$ cat src/rtl/irq_pin_pkg.sv
package irq_pin_pkg;
  typedef enum logic [1:0] {
    GPX_OPERATE = 2'b00,
    GPX_VBUS    = 2'b01,
    GPX_BUSACT  = 2'b10,
    GPX_SOF     = 2'b11
  } gpx_sel_e;

  typedef enum logic [1:0] {
    PS_IDLE  = 2'b00,
    PS_GAP   = 2'b01,
    PS_PULSE = 2'b10
  } pulse_st_e;
endpackage

$ cat src/rtl/irq_flag_bank.sv
module irq_flag_bank #(
  parameter int W = 8
) (
  input  logic         clk,
  input  logic         rst_n,
  input  logic [W-1:0] set,
  input  logic [W-1:0] clr,
  output logic [W-1:0] pend
);
  logic [W-1:0] pend_q;

  always_ff @(posedge clk or negedge rst_n) begin
    if (!rst_n) pend_q <= '0;
    else        pend_q <= (pend_q & ~clr) | set;
  end

  assign pend = pend_q;

  AST_SET_STICKS: assert property (@(posedge clk) disable iff (!rst_n)
    (|set) |=> ((pend & $past(set)) == $past(set)));

  AST_CLR_DROPS: assert property (@(posedge clk) disable iff (!rst_n)
    (|(clr & ~set)) |=> ((pend & $past(clr & ~set)) == '0));
endmodule

$ cat src/rtl/gpin_edge_detect.sv
module gpin_edge_detect #(
  parameter int N    = 8,
  parameter int SYNC = 2
) (
  input  logic         clk,
  input  logic         rst_n,
  input  logic [N-1:0] raw,
  input  logic [N-1:0] pol,
  output logic [N-1:0] hit
);
  logic [N-1:0] stg [SYNC];
  logic [N-1:0] prev;

  always_ff @(posedge clk or negedge rst_n) begin
    if (!rst_n) begin
      for (int i = 0; i < SYNC; i++) stg[i] <= '0;
      prev <= '0;
    end else begin
      stg[0] <= raw;
      for (int i = 1; i < SYNC; i++) stg[i] <= stg[i-1];
      prev <= stg[SYNC-1];
    end
  end

  always_comb begin
    for (int i = 0; i < N; i++) begin
      hit[i] = pol[i] ? (stg[SYNC-1][i] & ~prev[i]) : (~stg[SYNC-1][i] & prev[i]);
    end
  end
endmodule

$ cat src/rtl/irq_pin_driver.sv
module irq_pin_driver
  import irq_pin_pkg::*;
#(
  parameter int W          = 8,
  parameter int CLK_PER_US = 100
) (
  input  logic         clk,
  input  logic         rst_n,
  input  logic [W-1:0] req,
  input  logic         ie,
  input  logic         level_mode,
  input  logic         pos,
  input  logic [1:0]   pw_sel,
  output logic         pin_o,
  output logic         pin_oe
);
  localparam int MAXLEN = CLK_PER_US * 8;
  localparam int CNT_W  = $clog2(MAXLEN + 1);

  logic [W-1:0]     eff, req_q;
  logic             new_req, drop, trig, pulse_on;
  logic [CNT_W-1:0] len, cnt;
  pulse_st_e        st;

  assign eff     = ie ? req : '0;
  assign new_req = |(eff & ~req_q);
  assign drop    = (|(req_q & ~eff)) & (|eff);
  assign trig    = new_req | drop;
  assign len     = CNT_W'(CLK_PER_US) << pw_sel;

  always_ff @(posedge clk or negedge rst_n) begin
    if (!rst_n) begin
      req_q <= '0;
      st    <= PS_IDLE;
      cnt   <= '0;
    end else begin
      req_q <= eff;
      case (st)
        PS_IDLE: if (trig) begin
          st  <= PS_PULSE;
          cnt <= len - CNT_W'(1);
        end
        PS_GAP: begin
          st  <= PS_PULSE;
          cnt <= len - CNT_W'(1);
        end
        PS_PULSE: begin
          if (trig)            st  <= PS_GAP;
          else if (cnt == '0)  st  <= PS_IDLE;
          else                 cnt <= cnt - CNT_W'(1);
        end
        default: st <= PS_IDLE;
      endcase
    end
  end

  assign pulse_on = (st == PS_PULSE) & ie;

  always_comb begin
    if (level_mode) begin
      pin_o  = 1'b0;
      pin_oe = |eff;
    end else begin
      pin_oe = 1'b1;
      pin_o  = pos ? pulse_on : ~pulse_on;
    end
  end

  AST_GAP_THEN_PULSE: assert property (@(posedge clk) disable iff (!rst_n)
    (st == PS_GAP) |=> (st == PS_PULSE));

  AST_IDLE_HOLDS: assert property (@(posedge clk) disable iff (!rst_n)
    (st == PS_IDLE && !trig) |=> (st == PS_IDLE));
endmodule

$ cat src/rtl/irq_pin_gen.sv
module irq_pin_gen
  import irq_pin_pkg::*;
#(
  parameter int NCORE      = 4,
  parameter int NGP        = 8,
  parameter int SYNC       = 2,
  parameter int CLK_PER_US = 100
) (
  input  logic             clk,
  input  logic             rst_n,
  input  logic [NGP-1:0]   gp_in,
  input  logic [NGP-1:0]   gp_pol,
  input  logic [NGP-1:0]   gp_en,
  input  logic [NGP-1:0]   gp_clr,
  input  logic [NCORE-1:0] core_evt,
  input  logic [NCORE-1:0] core_en,
  input  logic [NCORE-1:0] core_clr,
  input  logic             irq_ie,
  input  logic             irq_level,
  input  logic             irq_pos,
  input  logic [1:0]       pw_sel,
  input  logic             sep_irq,
  input  logic [1:0]       gpx_sel,
  input  logic             op_ok,
  input  logic             vbus_det,
  input  logic             bus_act,
  input  logic             sof_sq,
  output logic             int_o,
  output logic             int_oe,
  output logic             gpx_o,
  output logic             gpx_oe,
  output logic [NGP-1:0]   gp_pend,
  output logic [NCORE-1:0] core_pend
);
  localparam int NINT = NCORE + NGP;

  logic [NGP-1:0]  gp_hit, gp_req;
  logic [NINT-1:0] int_req;
  logic            route_gp, sec_o, sec_oe;

  gpin_edge_detect #(.N(NGP), .SYNC(SYNC)) u_edge (
    .clk(clk), .rst_n(rst_n), .raw(gp_in), .pol(gp_pol), .hit(gp_hit)
  );

  irq_flag_bank #(.W(NGP)) u_gp_flags (
    .clk(clk), .rst_n(rst_n), .set(gp_hit), .clr(gp_clr), .pend(gp_pend)
  );

  irq_flag_bank #(.W(NCORE)) u_core_flags (
    .clk(clk), .rst_n(rst_n), .set(core_evt), .clr(core_clr), .pend(core_pend)
  );

  assign route_gp = sep_irq & (gpx_sel_e'(gpx_sel) == GPX_BUSACT);
  assign gp_req   = gp_pend & gp_en;
  assign int_req  = {core_pend & core_en, route_gp ? '0 : gp_req};

  irq_pin_driver #(.W(NINT), .CLK_PER_US(CLK_PER_US)) u_int_drv (
    .clk(clk), .rst_n(rst_n), .req(int_req), .ie(irq_ie),
    .level_mode(irq_level), .pos(irq_pos), .pw_sel(pw_sel),
    .pin_o(int_o), .pin_oe(int_oe)
  );

  irq_pin_driver #(.W(NGP), .CLK_PER_US(CLK_PER_US)) u_gpx_drv (
    .clk(clk), .rst_n(rst_n), .req(route_gp ? gp_req : '0), .ie(irq_ie),
    .level_mode(irq_level), .pos(irq_pos), .pw_sel(pw_sel),
    .pin_o(sec_o), .pin_oe(sec_oe)
  );

  always_comb begin
    gpx_oe = 1'b1;
    gpx_o  = 1'b0;
    unique case (gpx_sel_e'(gpx_sel))
      GPX_OPERATE: gpx_o = op_ok;
      GPX_VBUS:    gpx_o = vbus_det;
      GPX_BUSACT: begin
        if (route_gp) begin
          gpx_o  = sec_o;
          gpx_oe = sec_oe;
        end else begin
          gpx_o  = bus_act;
        end
      end
      GPX_SOF:     gpx_o = sof_sq;
      default:     gpx_o = 1'b0;
    endcase
  end

  AST_SEP_STRIPS_GP: assert property (@(posedge clk) disable iff (!rst_n)
    (route_gp && irq_level && ((core_pend & core_en) == '0)) |-> !int_oe);
endmodule

$ cat config.mk
export PLATFORM = sky130hd
export DESIGN_NAME = irq_pin_gen
export DESIGN_NICKNAME = d
export VERILOG_FILES = /design/src/rtl/irq_pin_pkg.sv /design/src/rtl/irq_flag_bank.sv /design/src/rtl/gpin_edge_detect.sv /design/src/rtl/irq_pin_driver.sv /design/src/rtl/irq_pin_gen.sv
export SDC_FILE = /design/constraint.sdc
export NUM_CORES = 1
export LEC_CHECK = 0
export BUFFER_PORTS_ARGS = -buffer_cell sky130_fd_sc_hd__buf_2
export CAP_MARGIN = 20
export CORE_MARGIN = 5
export CORE_UTILIZATION = 55
export CTS_CLUSTER_SIZE = 30
export DETAILED_ROUTE_END_ITERATION = 8
export GPL_TIMING_DRIVEN = 0
export PLACE_DENSITY = 0.78
export SYNTH_ARGS = -nofsm -noshare
export SYNTH_HDL_FRONTEND = slang
export SYNTH_SLANG_ARGS = --single-unit
$ cat constraint.sdc
create_clock -name clk -period 5.5 [get_ports clk]
set_input_delay 1.1 -clock clk [delete_from_list [all_inputs] [get_ports clk]]
set_output_delay 1.1 -clock clk [all_outputs]
set_load 0.01 [all_outputs]
==> impl_metrics.json, run 1 <==
{
  "yosysWarnings": 0,
  "port_buffers": 73,
  "die-area_mm2": 0.00882,
  "p_leak_nw": 2.22,
  "post_drt_wl_per_cell_um": 15.3,
  "startpoint_type": "input pin",
  "tightest_slew_ns": 0.776,
  "dieHeight_um": 93.9,
  "cts_resized": 0,
  "postSynth.asyncResetShare": 1.00,
  "fmax_mhz": 254,
  "fin_crit_sh": 0.715,
  "area_growth_pct": 19.5,
  "synth_cells": 395,
  "final_util": 0.677,
  "antenna_left": 0,
  "core_area_mm2": 0.00683,
  "finalWirelength_mm": 8.87,
  "antennaDiodeCount": 0,
  "rows": 30,
  "ctsHoldBuffers": 0,
  "die_w_um": 93.9,
  "status": "finished, final reports clean",
  "setup_slack_ns": 1.57,
  "swShare": 0.335,
  "vias_per_cell": 5.66,
  "gp_congestion": 0.860,
  "min_period_ns": 3.93,
  "min-delay-start": "u_edge.stg[9]",
  "reg2reg_from": "u_gp_flags.pend[0]",
  "io_pins": 74,
  "cp_max_fo": 2,
  "power_frac_comb": 0.290,
  "rsz0062_at_grt": "no",
  "first_global_vias": 3312,
  "grt.overflow.total": 0,
  "hold_viol": 0,
  "layout.nets": 544,
  "mostFrequentLayoutCells": "dfrtp_1 (80), buf_2 (75), nand2_1 (43)",
  "start_util": 0.567,
  "syn_nets": 459,
  "drv_slew": 0,
  "yosysUniqueCellTypes": 64,
  "cpMostUsedCell": "buf_2",
  "skew_ns": 0.00920,
  "first_iter_violations": 129,
  "seq_power_share": 0.428,
  "cts_root_buffer": "clkbuf_8",
  "slowest_stage": "a2111oi_0",
  "num_vias": 3282,
  "syn_area_mm2": 0.00387,
  "clockBufferDepth": 2,
  "h-tree-depth": 3,
  "grt_pass1_wl_mm": 15.3,
  "drt-pass1-iter-count": 4,
  "post_cts_buffers": 0,
  "grt_util_all_layers": 0.219,
  "synth-seq-cells": 80,
  "critPathMaxStageDelay_ns": 0.75,
  "finalSetupViolCount": 0,
  "crit_path_end_kind": "primary output",
  "postSynth.topFlopCell": "dfrtp_1",
  "relSlewSlack": 0.470,
  "synth_edf_count": 0,
  "r2r_setup_slack_ns": 2.34,
  "cp_data_arrival_time_ns": 2.83,
  "numCtsBuffers": 9,
  "remaining_drc_errors": 0,
  "cts.sinks": 80,
  "clockPowerShare": 0.282,
  "final_common_cell": "dfrtp_1",
  "post-dp-hpwl_mm": 6.73,
  "cts_tree": "yes",
  "crit_chain": "buf_2 -> a222oi_1 -> nand4_1 -> a2111oi_0 -> nand2_1 -> buf_2",
  "grt_max_degree": 56,
  "cap_violations": 0,
  "p_per_area_mw_per_mm2": 399,
  "min_path_type": "reg2reg",
  "fill_cells": 561,
  "drive_above_1_share": 0.233,
  "ir_worst_vdd_mv": 0.227,
  "pre_cts_slack_ns": 1.54,
  "critPathLaunch": "gp_en[0]",
  "clkSlewWorstSetupHoldPaths_ns": 0.09,
  "worstPathRequired_ns": 4.40,
  "p_sw_uw": 618,
  "clk-insertion-delay-late_ns": 0.35,
  "tns_ns": 0,
  "criticalPathCategory": "in2out",
  "p_int_mw": 1.23,
  "postSynthAreaPerCell_um2": 9.80,
  "antenna_found_initial": 0,
  "yosysSeqAreaShare": 0.517
}
-- final timing paths --
path                                     to  cells after the start
max                                  int_oe                      6
min                           u_edge.stg[1]                      0
max reg2reg                u_int_drv.cnt[1]                      8
min reg2reg                   u_edge.stg[1]                      0
max in group asynchronous     u_edge.stg[6]                      2
min in group asynchronous    u_edge.prev[0]                      1
-- cells in the mapped netlist (2+ instances only) --
cell type / number / area share
and4_1: 4 / 0.0090
a22oi_1: 4 / 0.0078
a211oi_1: 4 / 0.0078
or2_1: 2 / 0.0032
mux2i_1: 2 / 0.0052
nand4_1: 5 / 0.0081
a31o_2: 3 / 0.0068
a21oi_1: 14 / 0.018
mux2_2: 2 / 0.0058
nand2_1: 43 / 0.042
o31ai_1: 2 / 0.0039
nand3_1: 15 / 0.019
o21ai_0: 29 / 0.037
nor4_1: 3 / 0.0048
ha_1: 6 / 0.019
a2111oi_0: 2 / 0.0045
a41o_1: 2 / 0.0052
xnor2_1: 2 / 0.0045
dfrtp_1: 80 / 0.52
nor2b_1: 4 / 0.0065
nand3b_1: 3 / 0.0058
clkbuf_1: 5 / 0.0048
inv_1: 37 / 0.036
and2_1: 4 / 0.0065
a31oi_1: 5 / 0.0081
nor3_1: 15 / 0.019
a21o_1: 7 / 0.014
nor2_1: 35 / 0.034
o22ai_1: 5 / 0.0081
a21boi_0: 2 / 0.0039
buf_6: 2 / 0.0058
o21a_1: 2 / 0.0039
buf_2: 3 / 0.0039
o22a_1: 2 / 0.0045
buf_4: 2 / 0.0039
o221ai_1: 9 / 0.020
a32o_1: 2 / 0.0052
-- metrics by stage --
step / instance area (um^2) / cells / hold WS [ns] / power [mW]
2_1_floorplan: 3870 / 395 / 0.331 / 1.17
3_3_place_gp: 4360 / 564 / 0.333 / 1.31
3_5_place_dp: 4390 / 565 / 0.336 / 1.33
4_1_cts: 4630 / 580 / 0.357 / 1.85
5_1_grt: 4630 / 580 / 0.364 / 1.96
6_report: 4630 / 580 / 0.355 / 1.84
-- flip-flops by register name (all words and copies together) (netlist names), 4 cells and up --
register / flops
u_edge.stg: 16
u_int_drv.req_q: 12
u_gpx_drv.cnt: 10
u_int_drv.cnt: 10
u_edge.prev: 8
u_gp_flags.pend: 8
u_gpx_drv.req_q: 8
u_core_flags.pend: 4
-- cell families after synthesis --
group	share of synthesized area
buffers and inverters	0.0543
DFF	0.517
adders and majority gates	0.0194
and+or+nand+nor	0.197
AOI/OAI and AO/OA	0.190
muxes	0.0178
xor gates and xnor gates	0.00452
-- routing by layer --
metal | vias up | GRT usage | share of wire
met5 | - | 0 | 0
met4 | 0 | 0.0782 | 0.016
met3 | 14 | 0.0473 | 0.068
met2 | 110 | 0.353 | 0.48
met1 | 1573 | 0.291 | 0.43
li1 | 1585 | - | -
-- worst max-delay path, delay by kind of cell --
| kind | cells | cell delay (ns) |
|---|---|---|
| buffers and inverters | 2 | 0.26 |
| AND/OR/NAND/NOR | 2 | 0.27 |
| AO/OA/AOI/OAI | 2 | 1.19 |
-- layout make-up --
| cell class | instances | area, um^2 | share of cell area |
|---|---|---|---|
| clock buffer | 9 | 124 | 0.0268 |
| sequential | 80 | 2000 | 0.433 |
| multi-input combinational | 266 | 1660 | 0.359 |
| inverter | 37 | 139 | 0.0300 |
| timing repair buffer | 74 | 395 | 0.0855 |
| tap | 96 | 120 | 0.0260 |
| clock inverter | 6 | 115 | 0.0249 |
| buffer | 12 | 71.3 | 0.0154 |
-- power groups by stage --
stage | Combinational (mW) | Sequential [mW] | Clock, mW
after floorplan | 0.388 | 0.778 | 0
after global placement | 0.514 | 0.794 | 0
after detailed placement | 0.534 | 0.798 | 0
after CTS | 0.535 | 0.787 | 0.527
after global routing | 0.599 | 0.804 | 0.553
final | 0.535 | 0.789 | 0.520
(Power assumes the default switching activity.)
==> run 2: changes to the inputs <==
--- a/config.mk
+++ b/config.mk
@@ -8,11 +8,11 @@
 export BUFFER_PORTS_ARGS = -buffer_cell sky130_fd_sc_hd__buf_2
 export CAP_MARGIN = 20
 export CORE_MARGIN = 5
-export CORE_UTILIZATION = 55
+export CORE_UTILIZATION = 50
 export CTS_CLUSTER_SIZE = 30
 export DETAILED_ROUTE_END_ITERATION = 8
 export GPL_TIMING_DRIVEN = 0
-export PLACE_DENSITY = 0.78
+export PLACE_DENSITY = 0.75
 export SYNTH_ARGS = -nofsm -noshare
 export SYNTH_HDL_FRONTEND = slang
 export SYNTH_SLANG_ARGS = --single-unit
==> constraint.sdc (replaced) <==
create_clock -name clk -period 3.44 [get_ports clk]
set_input_delay 0.688 -clock clk [delete_from_list [all_inputs] [get_ports clk]]
set_output_delay 0.688 -clock clk [all_outputs]
set_load 0.01 [all_outputs]
==> impl_metrics.json, run 2 (synthesis gave the netlist of run 1 again) <==
{
  "status": "finished, final reports clean",
  "die-area_mm2": 0.00960,
  "ctsHoldBuffers": 0,
  "clkSlewWorstSetupHoldPaths_ns": 0.09,
  "tightest_slew_ns": 0.886,
  "final-seq-area_mm2": 0.00200,
  "antennaDiodeCount": 0,
  "worstPathRequired_ns": 2.75,
  "rsz0062_at_grt": "no",
  "regMostFlops": "u_edge.stg",
  "first_iter_violations": 208,
  "gp_congestion": 0.929,
  "crit_path_end_kind": "primary output",
  "area_growth_pct": 18.7,
  "rows": 32,
  "grt_use_met1": 0.260,
  "grt_util_met2": 0.314,
  "multi_input_area_mm2": 0.00166,
  "core_area_mm2": 0.00765,
  "p_leak_nw": 2.21,
  "grt_util_all_layers": 0.198,
  "crit_buf_inv": 2,
  "fin_crit_sh": 0.931,
  "ir_worst_vdd_mv": 0.307,
  "drt-pass1-iter-count": 5,
  "fill_cells": 677,
  "crit_chain": "nor2b_1 -> clkbuf_1 -> nand2_1 -> xnor2_1 -> nor4b_1 -> mux2_2 -> mux4_1 -> buf_2",
  "r2r.worst_path.cells": 8,
  "skew_ns": 0.00935,
  "use_met3": 0.0500,
  "largest_reg_flops": 16,
  "clk-insertion-delay-late_ns": 0.35,
  "busiest_layer": "met2",
  "grt_pass1_wl_mm": 15.6,
  "cp_data_arrival_time_ns": 2.51,
  "cts_root_buffer": "clkbuf_8",
  "p_per_area_mw_per_mm2": 620,
  "antenna_left": 0,
  "layout.nets": 544,
  "slowest_stage": "mux4_1",
  "finalWirelength_mm": 9.10,
  "cp.depth": 8,
  "place_area_mm2": 0.00440,
  "final_common_cell": "dfrtp_1",
  "remaining_drc_errors": 0,
  "first_global_vias": 3338,
  "post_cts_buffers": 0,
  "grt_max_degree": 56,
  "antenna_found_initial": 0,
  "post-dp-hpwl_mm": 6.79,
  "h-tree-depth": 3,
  "numCtsBuffers": 9,
  "mostFrequentLayoutCells": "dfrtp_1 (80), buf_2 (75), nand2_1 (43)",
  "drive_above_1_share": 0.235,
  "grt.overflow.total": 0,
  "num_vias": 3295,
  "min_path_type": "in2async",
  "dieHeight_um": 98.0,
  "drv_slew": 0,
  "top_regs": "u_edge.stg x16, u_int_drv.req_q x12",
  "min_period_ns": 3.20,
  "io_pins": 74,
  "relSlewSlack": 0.404,
  "critPathMaxStageDelay_ns": 0.49,
  "fin_area_mm2": 0.00460,
  "cp_max_fo": 9,
  "cts_resized": 0,
  "hold_viol": 0,
  "vias_per_cell": 5.61,
  "final_util": 0.601,
  "crit_family": "multiplexers",
  "die_w_um": 98.0,
  "criticalPathCategory": "reg2out",
  "port_buffers": 73,
  "cts.sinks": 80,
  "post_drt_wl_per_cell_um": 15.5,
  "cts_tree": "yes",
  "finalSetupViolCount": 0,
  "clockBufferDepth": 2,
  "startpoint_type": "flip-flop",
  "fmax_mhz": 312,
  "start_util": 0.506,
  "cap_violations": 0
}
==> run 2: cell types whose count changed in the layout (fill, tap and decap cells not counted), sizes merged <==
cell / previous run / this run
clkinv: 0 / 2
clkinvlp: 1 / 0
bufinv: 3 / 1
inv: 39 / 41
==> run 2: path summary, 6_finish.rpt <==
path	slack, ns	end	from
max in group asynchronous	2.60	u_int_drv.req_q[7]	rst_n
max	0.24	gpx_o	u_gpx_drv.st[0]
min	0.24	u_gpx_drv.req_q[2]	rst_n
min in group clk	0.36	u_edge.stg[3]	u_edge.stg[11]
max reg2reg	0.29	u_int_drv.cnt[1]	u_gp_flags.pend[0]
min reg2reg	0.36	u_edge.stg[3]	u_edge.stg[11]
==> run 2: stage by stage <==
step                TNS [ns]  hold slack [ns]  power (mW)  setup WS (ns)  cells
CTS                        0            0.248        2.86          0.215    587
global route               0            0.245        3.03         0.0752    587
detailed placement   -0.0520            0.339        2.14        -0.0520    571
floorplan                  0            0.331        1.86          0.669    395
finish                     0            0.245        2.85          0.238    587
global placement      -0.101            0.332        2.09        -0.0948    570
==> run 2: cell type report <==
cell class,instances,area share
buffer,12,0.0155
clock buffer,9,0.0269
clock inverter,7,0.0169
inverter,37,0.0302
multi-input combinational,266,0.361
sequential,80,0.435
tap,102,0.0278
timing repair buffer,74,0.0860
==> run 2: worst reg2reg max path: cells and delay by family (launching register included) <==
family / cells / cell delay, ns
mux: 1 / 0.34
buf+inv: 1 / 0.10
compound gates: 3 / 1.47
simple gates: 3 / 0.70
flops: 1 / 0.43
==> run 2: report_power, final <==
| part | internal, mW | switching (mW) |
|---|---|---|
| clock network | 0.346 | 0.377 |
| logic | 0.375 | 0.488 |
| registers | 1.10 | 0.161 |
| total | 1.82 | 1.03 |
==> run 2: layer usage <==
layer  vias to the layer above  share of wire  routed length, um
met3                        15          0.069                630
li1                       1594              -                  -
met2                       120           0.47               4320
met1                      1566           0.44               4000
met5                         -              0                  0
met4                         0          0.017                153
